### config.mk
export PLATFORM = sky130hd
export DESIGN_NAME = prefix_carry_net
export DESIGN_NICKNAME = d
export VERILOG_FILES = /design/src/rtl/pc_pkg.sv /design/src/rtl/pc_concat_box.sv /design/src/rtl/pc_prefix_tree.sv /design/src/rtl/pc_out_stage.sv /design/src/rtl/prefix_carry_net.sv
export SDC_FILE = /design/constraint.sdc
export NUM_CORES = 1
export LEC_CHECK = 0
export BUFFER_PORTS_ARGS = -buffer_cell sky130_fd_sc_hd__buf_2
export CAP_MARGIN = 30
export CELL_PAD_IN_SITES_DETAIL_PLACEMENT = 1
export CELL_PAD_IN_SITES_GLOBAL_PLACEMENT = 1
export CORE_ASPECT_RATIO = 0.8
export CORE_MARGIN = 3
export CORE_UTILIZATION = 37
export DETAILED_ROUTE_END_ITERATION = 6
export PLACE_DENSITY_LB_ADDON = 0.1
export SETUP_SLACK_MARGIN = 0.05
export SLEW_MARGIN = 20
export SYNTH_ARGS = -nofsm -noshare
export SYNTH_HDL_FRONTEND = slang
export SYNTH_HIERARCHICAL = 1
export SYNTH_SLANG_ARGS = --single-unit
export TNS_END_PERCENT = 5
### constraint.sdc
create_clock -name clk -period 4.25 [get_ports clk]
set_clock_uncertainty 0.2 [all_clocks]
set_input_delay 1.275 -clock clk [delete_from_list [all_inputs] [get_ports clk]]
set_output_delay 1.275 -clock clk [all_outputs]
set_load 0.03 [all_outputs]
### src/rtl/pc_pkg.sv
package pc_pkg;

    // Carry behaviour of one cell or of a span of cells.
    typedef struct packed {
        logic on_one;   // carry-out when the incoming carry is 1
        logic on_zero;  // carry-out when the incoming carry is 0
    } cstate_t;

    // Compose an upper span with the span directly beneath it.
    function automatic cstate_t cs_join(cstate_t upper, cstate_t lower);
        cstate_t r;
        r.on_one  = lower.on_one  ? upper.on_one : upper.on_zero;
        r.on_zero = lower.on_zero ? upper.on_one : upper.on_zero;
        return r;
    endfunction

    // Resolve a span's carry-out once its incoming carry is known.
    function automatic logic cs_resolve(cstate_t s, logic c);
        return c ? s.on_one : s.on_zero;
    endfunction

endpackage

### src/rtl/pc_concat_box.sv
module pc_concat_box
    import pc_pkg::*;
(
    input  cstate_t upper,
    input  cstate_t lower,
    output cstate_t joined
);
    assign joined = cs_join(upper, lower);
endmodule

### src/rtl/pc_prefix_tree.sv
module pc_prefix_tree
    import pc_pkg::*;
#(
    parameter int WIDTH = 16
) (
    input  cstate_t [WIDTH-1:0] cells,
    output cstate_t [WIDTH-1:0] prefix
);
    localparam int LVL    = $clog2(WIDTH);
    localparam int STAGES = 2 * LVL;

    cstate_t [WIDTH-1:0] node [0:STAGES-1];

    assign node[0] = cells;

    // Up-sweep: each level doubles the span held at selected positions.
    for (genvar u = 0; u < LVL; u++) begin : g_up
        localparam int STEP = 2 ** u;
        for (genvar i = 0; i < WIDTH; i++) begin : g_cell
            if (((i + 1) % (2 * STEP)) == 0) begin : g_box
                pc_concat_box u_box (
                    .upper (node[u][i]),
                    .lower (node[u][i-STEP]),
                    .joined(node[u+1][i])
                );
            end else begin : g_pass
                assign node[u+1][i] = node[u][i];
            end
        end
    end

    // Down-sweep: fill the positions the up-sweep left with partial spans.
    for (genvar d = 0; d < LVL - 1; d++) begin : g_down
        localparam int SP = 2 ** (LVL - 2 - d);
        localparam int ST = LVL + d;
        for (genvar i = 0; i < WIDTH; i++) begin : g_cell
            if ((((i + 1) % (2 * SP)) == SP) && ((i + 1) > 2 * SP)) begin : g_box
                pc_concat_box u_box (
                    .upper (node[ST][i]),
                    .lower (node[ST][i-SP]),
                    .joined(node[ST+1][i])
                );
            end else begin : g_pass
                assign node[ST+1][i] = node[ST][i];
            end
        end
    end

    assign prefix = node[STAGES-1];
endmodule

### src/rtl/pc_out_stage.sv
module pc_out_stage
    import pc_pkg::*;
#(
    parameter int WIDTH   = 16,
    parameter bit OUT_REG = 1'b1
) (
    input  logic                 clk,
    input  logic                 rst,
    input  cstate_t [WIDTH-1:0]  prefix,
    input  logic                 cin,
    output logic    [WIDTH-1:0]  cout
);
    logic [WIDTH-1:0] resolved;

    always_comb begin
        for (int i = 0; i < WIDTH; i++) begin
            resolved[i] = cs_resolve(prefix[i], cin);
        end
    end

    if (OUT_REG) begin : g_reg
        always_ff @(posedge clk) begin
            if (rst) cout <= '0;
            else     cout <= resolved;
        end
    end else begin : g_comb
        assign cout = resolved;
    end
endmodule

### src/rtl/prefix_carry_net.sv
module prefix_carry_net
    import pc_pkg::*;
#(
    parameter int WIDTH   = 16,
    parameter bit OUT_REG = 1'b1
) (
    input  logic             clk,
    input  logic             rst,
    input  logic [WIDTH-1:0] cell_hi,
    input  logic [WIDTH-1:0] cell_lo,
    input  logic             cin,
    output logic [WIDTH-1:0] cout
);
    initial begin
        if (WIDTH < 2 || (WIDTH & (WIDTH - 1)) != 0)
            $error("prefix_carry_net: WIDTH must be a power of two >= 2");
    end

    cstate_t [WIDTH-1:0] cells;
    cstate_t [WIDTH-1:0] prefix;

    always_comb begin
        for (int i = 0; i < WIDTH; i++) begin
            cells[i].on_one  = cell_hi[i];
            cells[i].on_zero = cell_lo[i];
        end
    end

    pc_prefix_tree #(.WIDTH(WIDTH)) u_tree (
        .cells (cells),
        .prefix(prefix)
    );

    pc_out_stage #(.WIDTH(WIDTH), .OUT_REG(OUT_REG)) u_out (
        .clk   (clk),
        .rst   (rst),
        .prefix(prefix),
        .cin   (cin),
        .cout  (cout)
    );
endmodule

# Yosys cells after proc, flatten, opt, wreduce, memory -nomap -nowiden
# Cells that the tools add are included.
# classes
n_mux	68
# op_table
operator	count
$mux W1	68
# totals
regBits	16

# Depth between registers and ports, before layout
# Gate-level depths: netlist of the first run.
# logic_depth
depth_word	7
ltp_mapped	8
depth_no_buf	8

# Cells and area by module
# Netlist of the first run, hierarchy kept.
# by_module_without_submodules
mod	instances	cells_each	area_per_inst_um2	seq_area_each_um2
pc_concat_box	26	2	26.3	0.0
pc_out_stage	1	52	580.6	320.3
pc_prefix_tree	1	2	15.0	0.0

# Least setup slack after synthesis of the first run
# Ideal clock, no wire load.
# synth_path
path_type	in2reg
startpoint	in cell_hi[0]
endpoint	reg u_out.cout[14]
setup_time_ns	0.122
t_arrival_ns	3.560
setup_slack_ns	0.368
path_stages	8
path_buffers	0
cell_sequence	mux2_1 -> mux2_1 -> mux2_1 -> mux2_1 -> mux2_1 -> mux2_1 -> mux2i_1 -> nor2_1
# synth_rtl
item	line	rtl
from (decl)	prefix_carry_net.sv:9	input logic [WIDTH-1:0] cell_hi,
to (signal assigned)	pc_out_stage.sv:24	else cout <= resolved;
to (decl)	pc_out_stage.sv:11	output logic [WIDTH-1:0] cout

==> flow_metrics.tcl, run 1 <==
set metrics [dict create \
    max_slew_margin_pct 67.1 \
    grt_usage_pct 15.0 \
    reg_top3 "u_out/cout: 16 flops" \
    synth.distinct_cells 10 \
    synth_area_mm2 0.00128 \
    grt.busiest_layer "met2" \
    hold_viol 0 \
    grt-ovfl-total 0 \
    total_power_uw 508 \
    nets 192 \
    p_leak_nw 0.819 \
    num_rows 18 \
    grtUsageMet2_pct 25.8 \
    place_congestion 0.702 \
    grt_antenna_before_repair 0 \
    timing.final.ws_setup_ns 0.477 \
    setup_viol 0 \
    synth-seq-area-share_pct 25.0 \
    grt_max_degree 17 \
    path_max_fanout 3 \
    drtIter0Drc 12 \
    dieArea_mm2 0.00420 \
    rsz0062_at_grt "no" \
    htreeDepth 1 \
    core_area_mm2 0.00320 \
    die_x_um 71.7 \
    start_kind "input pin" \
    fin_area_mm2 0.00158 \
    cts_hold_buffers 0 \
    p_per_area_mw_per_mm2 321 \
    numCtsBuffers 3 \
    min-delay-start "cell_hi[0]" \
    syn_area_per_cell_um2 12.1 \
    vdd_drop_max_mv 0.142 \
    ant_nets 0 \
    cts_setup_buffers 0 \
    firstDrtPassIters 2 \
    ios 51 \
    antennaDiodeCount 0 \
    final_common_cell "buf_2" \
    clock_path_buffers 2 \
    syn_to_final_growth_pct 23.6 \
    report.final.slew_viol_count 0 \
    use_met3_pct 6.14 \
    cap_viol_max_count 0 \
    cts.clk_slew.worst_paths_ns 0.05 \
    die_h_um 58.6 \
    start_util_pct 40.0 \
    cts.sinks 16 \
    drt_wl_total_mm 2.92 \
    synth_top_area_cell "mux2_4" \
    routedWlPerCell_um 14.9 \
    layout_common_cells "buf_2, mux2_1, mux2_4" \
    holdCritPathClass "input pin to flop" \
    hpwl_mm 2.33 \
    vias_per_cell 4.98 \
    cp-end-kind "flop" \
    ys_ff_latch 16 \
    synth_warnings 6 \
    cts_tree "done" \
    path_class "input pin to flop" \
    finalSetupTns_ns 0 \
    grt_use_met1_pct 17.8 \
    worstPathRequired_ns 4.18 \
    setup.worst_path.start "cell_hi[4]" \
    dpl_cell_area_mm2 0.00154 \
    hold_path_depth 3 \
    synth_top_cells_by_area "mux2_4, dfxtp_1, mux2_1" \
    grt_pass1_vias 1078 \
    cts_root_buf "clkbuf_8" \
    port_buffers 50 \
    arrival_ns 3.70 \
    finalCritPeriodShare_pct 88.8 \
    route.detailed.drc 0 \
    period_needed_ns 3.77 \
    largest_reg_flops 16 \
    timing.fmax_mhz 265 \
    grt_pass1_wl_mm 4.92 \
    synth_top_area_share_pct 30.5 \
    status "finished, final reports clean" \
    drive_above_1_share_pct 52.3 \
    place_worst_setup_slack_ns 0.233 \
    cts_resized 0 \
    syn_nets 141 \
    tightest_slew_ns 0.494 \
    regMostFlops "u_out/cout" \
    syn_inst 106 \
    vias 972 \
]
## report_power, final
part / internal [mW] / switching, mW / leakage, nW
Clock: 0.0628 / 0.0493 / 0.0216
Sequential: 0.167 / 0.00373 / 0.133
Combinational: 0.112 / 0.113 / 0.664
## through the flow
step | hold WS (ns) | cells | util, %
6_report | 1.12 | 195 | 49.4
5_1_grt | 1.13 | 195 | 49.4
4_1_cts | 1.12 | 195 | 49.4
3_5_place_dp | 1.37 | 192 | 48.1
3_3_place_gp | 1.34 | 192 | 48.1
2_1_floorplan | 1.30 | 106 | -
## area by class of cell
class	instances	area, um2
repair buffers	52	265
flip-flops and latches	16	320
multi-input cells	84	903
well taps	40	50.0
fillers	370	1620
clock buffers	3	41.3
## critical path: stages
cell and delay, ns:
buf_2 0.11, mux2_1 0.36, mux2_1 0.36, mux2_1 0.34, mux2_1 0.38, mux2_1 0.36, mux2_1 0.32, mux2i_1 0.14
nor2_1 0.05
## cell usage after synthesis
master / n
mux2_1: 26
mux2_4: 26
nor2_1: 16
buf_2: 1
buf_12: 1
mux2i_1: 16
buf_1: 1
buf_4: 2
dfxtp_1: 16
buf_6: 1
## final timing paths
kind	slack, ns	end
worst max-delay path	0.48	u_out/cout[14]
worst min-delay path	1.12	u_out/cout[0]
## logic make-up after synthesis
group,Yosys count,synth area share (%)
DFF,16,25.0
and+or+nand+nor,16,4.70
buffers and inverters,6,4.30
muxes,68,65.9
## layer usage
metal | up-vias | share of wire [%]
li1 | 481 | -
met1 | 454 | 45
met2 | 35 | 46
met3 | 2 | 7.9
met4 | 0 | 0.21
met5 | - | 0
Power figures use the tool's default switching activity.
==> run 2, diff against run 1 <==
- CORE_UTILIZATION: 37 -> 30
- CTS_CLUSTER_DIAMETER: unset -> 50
- SYNTH_HIERARCHICAL: 1 -> unset
- clock period: 4.25 -> 3.5 ns (I/O delays scaled with it)
==> run 2 against run 1 <==
Net effect:
- power increased by 0.30%
- non-clock buffer count increased by 3
- final area decreased by 23%
- worst hold slack got worse by 0.31 ns
- combinational power decreased by 21%
- via count decreased by 12%
- critical endpoint is now u_out.cout[10]
- largest cell class unchanged
==> flow_metrics.tcl, run 2 <==
set metrics [dict create \
    crit_family "multiplexers" \
    worstPathRequired_ns 3.54 \
    synth_top_area_cell "dfxtp_1" \
    antennaDiodeCount 0 \
    regMostFlops "u_out.cout" \
    port_buffers 50 \
    timing.fmax_mhz 309 \
    drt_wl_total_mm 2.42 \
    path_max_fanout 4 \
    cap_viol_max_count 0 \
    start_kind "input pin" \
    cts_root_buf "clkbuf_4" \
    synth_top_cells_by_area "dfxtp_1, mux2i_1, nor2_1" \
    htreeDepth 1 \
    path_cells "buf_2 > mux2i_1 > mux2i_1 > mux2i_1 > mux2i_2 > buf_4 > mux2i_2 > mux2i_1 > mux2i_1" \
    crit_path_frequent_cell "mux2i_1" \
    synth-seq-area-share_pct 37.9 \
    die_h_um 53.5 \
    report.final.slew_viol_count 0 \
    layout_common_cells "buf_2, mux2i_1, dfxtp_1" \
    total_power_uw 509 \
    die_x_um 65.4 \
    setup_viol 0 \
    synth_area_um2 846 \
    grt_pass1_wl_mm 3.78 \
    clock_path_buffers 2 \
    vias_per_cell 4.76 \
    hold_viol 0 \
    synth_common_cells "mux2i_1, dfxtp_1, nor2_1, nand2_1" \
    synth_top_area_share_pct 37.9 \
    grt-ovfl-total 0 \
    holdCritPathClass "input pin to flop" \
    core_area_mm2 0.00256 \
    vdd_drop_max_mv 0.230 \
    hpwl_mm 1.96 \
    p_leak_nw 0.656 \
    period_needed_ns 3.23 \
    syn_to_final_growth_pct 43.6 \
    path_buf_inv 2 \
    tightest_slew_ns 0.299 \
    rsz0062_at_grt "no" \
    grt_pass1_vias 844 \
    firstDrtPassIters 4 \
    yosysMostFrequentCell "mux2i_1" \
    cts.clk_slew.worst_paths_ns 0.10 \
    nets 179 \
    numCtsBuffers 3 \
    finalCritPeriodShare_pct 92.4 \
    grt_max_degree 15 \
    reg_top3 "u_out.cout: 16 flops" \
    synth.distinct_cells 20 \
    synth-edff-count 0 \
    ios 51 \
    critPathMaxStageDelay_ns 0.34 \
    post-route-util_pct 47.4 \
    syn_inst 85 \
    cp-end-kind "flop" \
    cts_tree "done" \
    route.detailed.drc 0 \
    cp_slowest_cell "mux2i_1" \
    endpoint "u_out.cout[10]" \
    vias 852 \
    p_per_area_mw_per_mm2 419 \
    arrival_ns 3.27 \
    drtIter0Drc 23 \
    path_class "input pin to flop" \
    ant_nets 0 \
    drive_above_1_share_pct 46.9 \
    ys.flop_type "dfxtp_1" \
    grt_usage_pct 14.7 \
    dieArea_mm2 0.00350 \
    largest_reg_flops 16 \
    ys_ff_latch 16 \
    grt_antenna_before_repair 0 \
    crit_cells 9 \
    routedWlPerCell_um 13.5 \
    setup.worst_path.start "cin" \
    status "finished, final reports clean" \
    cts.sinks 16 \
    syn_nets 120 \
    place_congestion 0.789 \
    final_common_cell "buf_2" \
    max_slew_margin_pct 79.5 \
    num_rows 16 \
    synth_warnings 0 \
    start_util_pct 33.0 \
    syn_area_per_cell_um2 9.95 \
    cts_hold_buffers 0 \
    async_reset_ff_share_pct 0 \
]
[run 2: layer usage]
metal	vias to the layer above	GRT usage (%)	share of wire, %
met1	387	16.7	43
met5	-	0	0
li1	427	-	-
met2	36	25.7	47
met3	2	6.37	9.9
met4	0	3.10	0.33
[run 2: cells by family (layout without fill, tap and decap cells)]
kind of cell	Yosys count	count (layout)	share of synthesized area (%)
AO/OA/AOI/OAI	8	8	7.40
buffers and inverters	2	60	0.887
multiplexers	31	31	37.4
flip-flops	16	16	37.9
AND/OR/NAND/NOR	28	28	16.4
[run 2: cell type report]
cell class | instances | area [um2]
fillers | 343 | 1350
multi-input cells | 67 | 522
flip-flops and latches | 16 | 320
repair buffers | 55 | 288
well taps | 36 | 45.0
clock buffers | 4 | 36.3
inverters | 1 | 3.75
[run 2: how the worst min path moves through the flow]
stage | startpoint | to | slack (ns) | depth (start not counted)
finish | cell_hi[4] | u_out.cout[4] | 0.81 | 3
global route | cell_hi[4] | u_out.cout[4] | 0.82 | 3
CTS | cell_lo[4] | u_out.cout[4] | 0.81 | 3
detailed placement | cell_lo[4] | u_out.cout[4] | 1.12 | 3
global placement | cell_lo[6] | u_out.cout[6] | 1.11 | 3
floorplan | cell_hi[4] | u_out.cout[4] | 0.99 | 2
[run 2: report_power, final]
| group | leakage (nW) | switching, mW | internal, mW | total [mW] |
|---|---|---|---|---|
| combinational | 0.502 | 0.103 | 0.0733 | 0.177 |
| sequential | 0.133 | 0.00414 | 0.201 | 0.205 |
| clock | 0.0210 | 0.0641 | 0.0635 | 0.128 |
| total | 0.656 | 0.172 | 0.338 | 0.509 |
[run 2: repair_timing]
| action | in CTS | in global routing |
|---|---|---|
| gates resized for setup | 0 | 1 |
| setup endpoints to repair | 0 | 1 |
| setup buffers | 0 | 2 |
[run 2: through the flow]
stage          setup slack (ns)  hold WS [ns]  cell area, um2  cells  setup TNS [ns]
6_report                  0.265         0.814            1210    179               0
5_1_grt                  0.0794         0.821            1210    179               0
2_1_floorplan            0.0957         0.994             846     85               0
3_3_place_gp            0.00169          1.11            1160    173               0
4_1_cts                   0.108         0.808            1200    177               0
3_5_place_dp             -0.199          1.12            1160    173          -0.644
==> run 3, diff against run 2 <==
- CTS_BUF_LIST: unset -> sky130_fd_sc_hd__clkbuf_16
==> run 3 against run 2 <==
Net effect:
- maximum frequency fell by 2.6%
- die area unchanged
- global-route usage about the same
- clock power grew 73%
- critical path type unchanged
==> flow_metrics.tcl, run 3 (synthesis results as in run 2) <==
set metrics [dict create \
    routedWlPerCell_um 13.9 \
    cp_slowest_cell "or3b_1" \
    crit_path_frequent_cell "mux2i_2" \
    ios 51 \
    layout_common_cells "buf_2, mux2i_1, dfxtp_1" \
    drtIter0Drc 22 \
    grt_pass1_vias 844 \
    p_per_area_mw_per_mm2 478 \
    port_buffers 50 \
    min_to "u_out.cout[4]" \
    place_congestion 0.789 \
    die_x_um 65.4 \
    regMostFlops "u_out.cout" \
    regArea_um2 320 \
    core_area_mm2 0.00256 \
    cp-end-kind "flop" \
    arrival_ns 3.31 \
    cts.sinks 16 \
    ant_nets 0 \
    grt_usage_pct 14.8 \
    post-route-util_pct 50.0 \
    clock_path_buffers 2 \
    report.final.slew_viol_count 0 \
    status "finished, final reports clean" \
    fillers 342 \
    hpwl_mm 1.96 \
    grt-ovfl-total 0 \
    antennaDiodeCount 0 \
    cts.clk_slew.worst_paths_ns 0.05 \
    grt_antenna_before_repair 0 \
    vias 854 \
    largest_reg_flops 16 \
    dieArea_mm2 0.00350 \
    crit_family "multiplexers" \
    num_rows 16 \
    worstPathRequired_ns 3.48 \
    fin_cells 180 \
    path_buf_inv 3 \
    start_util_pct 33.0 \
    final_common_cell "buf_2" \
    nets 180 \
    min-delay-start "cell_hi[4]" \
    reg_top3 "u_out.cout: 16 flops" \
    setup_viol 0 \
    numCtsBuffers 3 \
    hold_path_depth 3 \
    cap_viol_max_count 0 \
    drt_wl_total_mm 2.49 \
    syn_to_final_growth_pct 51.3 \
    die_h_um 53.5 \
    path_class "input pin to flop" \
    path_cells "buf_2 > mux2i_2 > mux2i_2 > mux2i_2 > mux2i_2 > buf_4 > mux2i_1 > buf_4 > or3b_1 > a21oi_2" \
    path_max_fanout 9 \
    vdd_drop_max_mv 0.315 \
    holdCritPathClass "input pin to flop" \
    rsz0062_at_grt "yes" \
    vias_per_cell 4.74 \
    hold_viol 0 \
    drive_above_1_share_pct 49.3 \
    wl_met2_mm 1.19 \
    dpl.cell_count 173 \
    wl_met3_um 220 \
    multiInputGateArea_um2 537 \
    timing.fmax_mhz 301 \
    cts_tree "done" \
    route.detailed.drc 0 \
    max_slew_margin_pct 79.1 \
    dr.max_layer_used "met3" \
    finalCritPeriodShare_pct 94.9 \
    p_leak_nw 0.672 \
    firstDrtPassIters 3 \
    finalSetupTns_ns 0 \
    drt-met1-wl_mm 1.08 \
    critPathMaxStageDelay_ns 0.39 \
    start_kind "input pin" \
    period_needed_ns 3.32 \
    grt_max_degree 15 \
    grt_pass1_wl_mm 3.91 \
    tightest_slew_ns 0.304 \
    cts_root_buf "clkbuf_16" \
    htreeDepth 1 \
]
==> run 3: repair_timing <==
| item | CTS | global route |
|---|---|---|
| endpoints found under the setup margin | 2 | 4 |
| buffers inserted | 1 | 2 |
| hold buffers | 0 | 0 |
| gates resized for setup | 0 | 5 |
==> run 3: power breakdown <==
part           total (mW)  leakage, nW  switching (mW)  internal (mW)
Combinational       0.184        0.500           0.106         0.0776
Clock               0.222       0.0385          0.0702          0.152
Sequential          0.206        0.133         0.00410          0.202
Total               0.612        0.672           0.181          0.431
==> run 3: worst max path at each step <==
stage | slack [ns] | endpoint | startpoint | depth (start not counted)
6_report | 0.18 | u_out.cout[12] | cin | 10
4_1_cts | 0.14 | u_out.cout[12] | cin | 10
2_1_floorplan | 0.1 | u_out.cout[13] | cin | 7
3_3_place_gp | 0.002 | u_out.cout[10] | cin | 8
3_5_place_dp | -0.20 | u_out.cout[10] | cin | 8
5_1_grt | 0.009 | u_out.cout[6] | cin | 10
==> run 3: final cells by class <==
| type | instances | area share (%) |
|---|---|---|
| repair buffers | 56 | 23.1 |
| flip-flops and latches | 16 | 25.0 |
| clock buffers | 3 | 5.87 |
| clock inverters | 1 | 0.293 |
| well taps | 36 | 3.52 |
| multi-input cells | 67 | 41.9 |
| inverters | 1 | 0.293 |
==> run 3: routing by layer <==
layer | vias to the layer above | track usage [%]
met4 | 0 | 1.03
met2 | 36 | 26.2
met5 | - | 0
met1 | 392 | 18.0
li1 | 426 | -
met3 | 0 | 5.10
==> run 3: metrics by stage <==
stage	worst slack (ns)	cell area (um2)	power (mW)	hold WS, ns
2_1_floorplan	0.0957	846	0.318	0.994
3_3_place_gp	0.00169	1160	0.378	1.11
3_5_place_dp	-0.199	1160	0.382	1.12
4_1_cts	0.144	1250	0.610	0.871
5_1_grt	0.00887	1280	0.646	0.899
6_report	0.177	1280	0.612	0.871
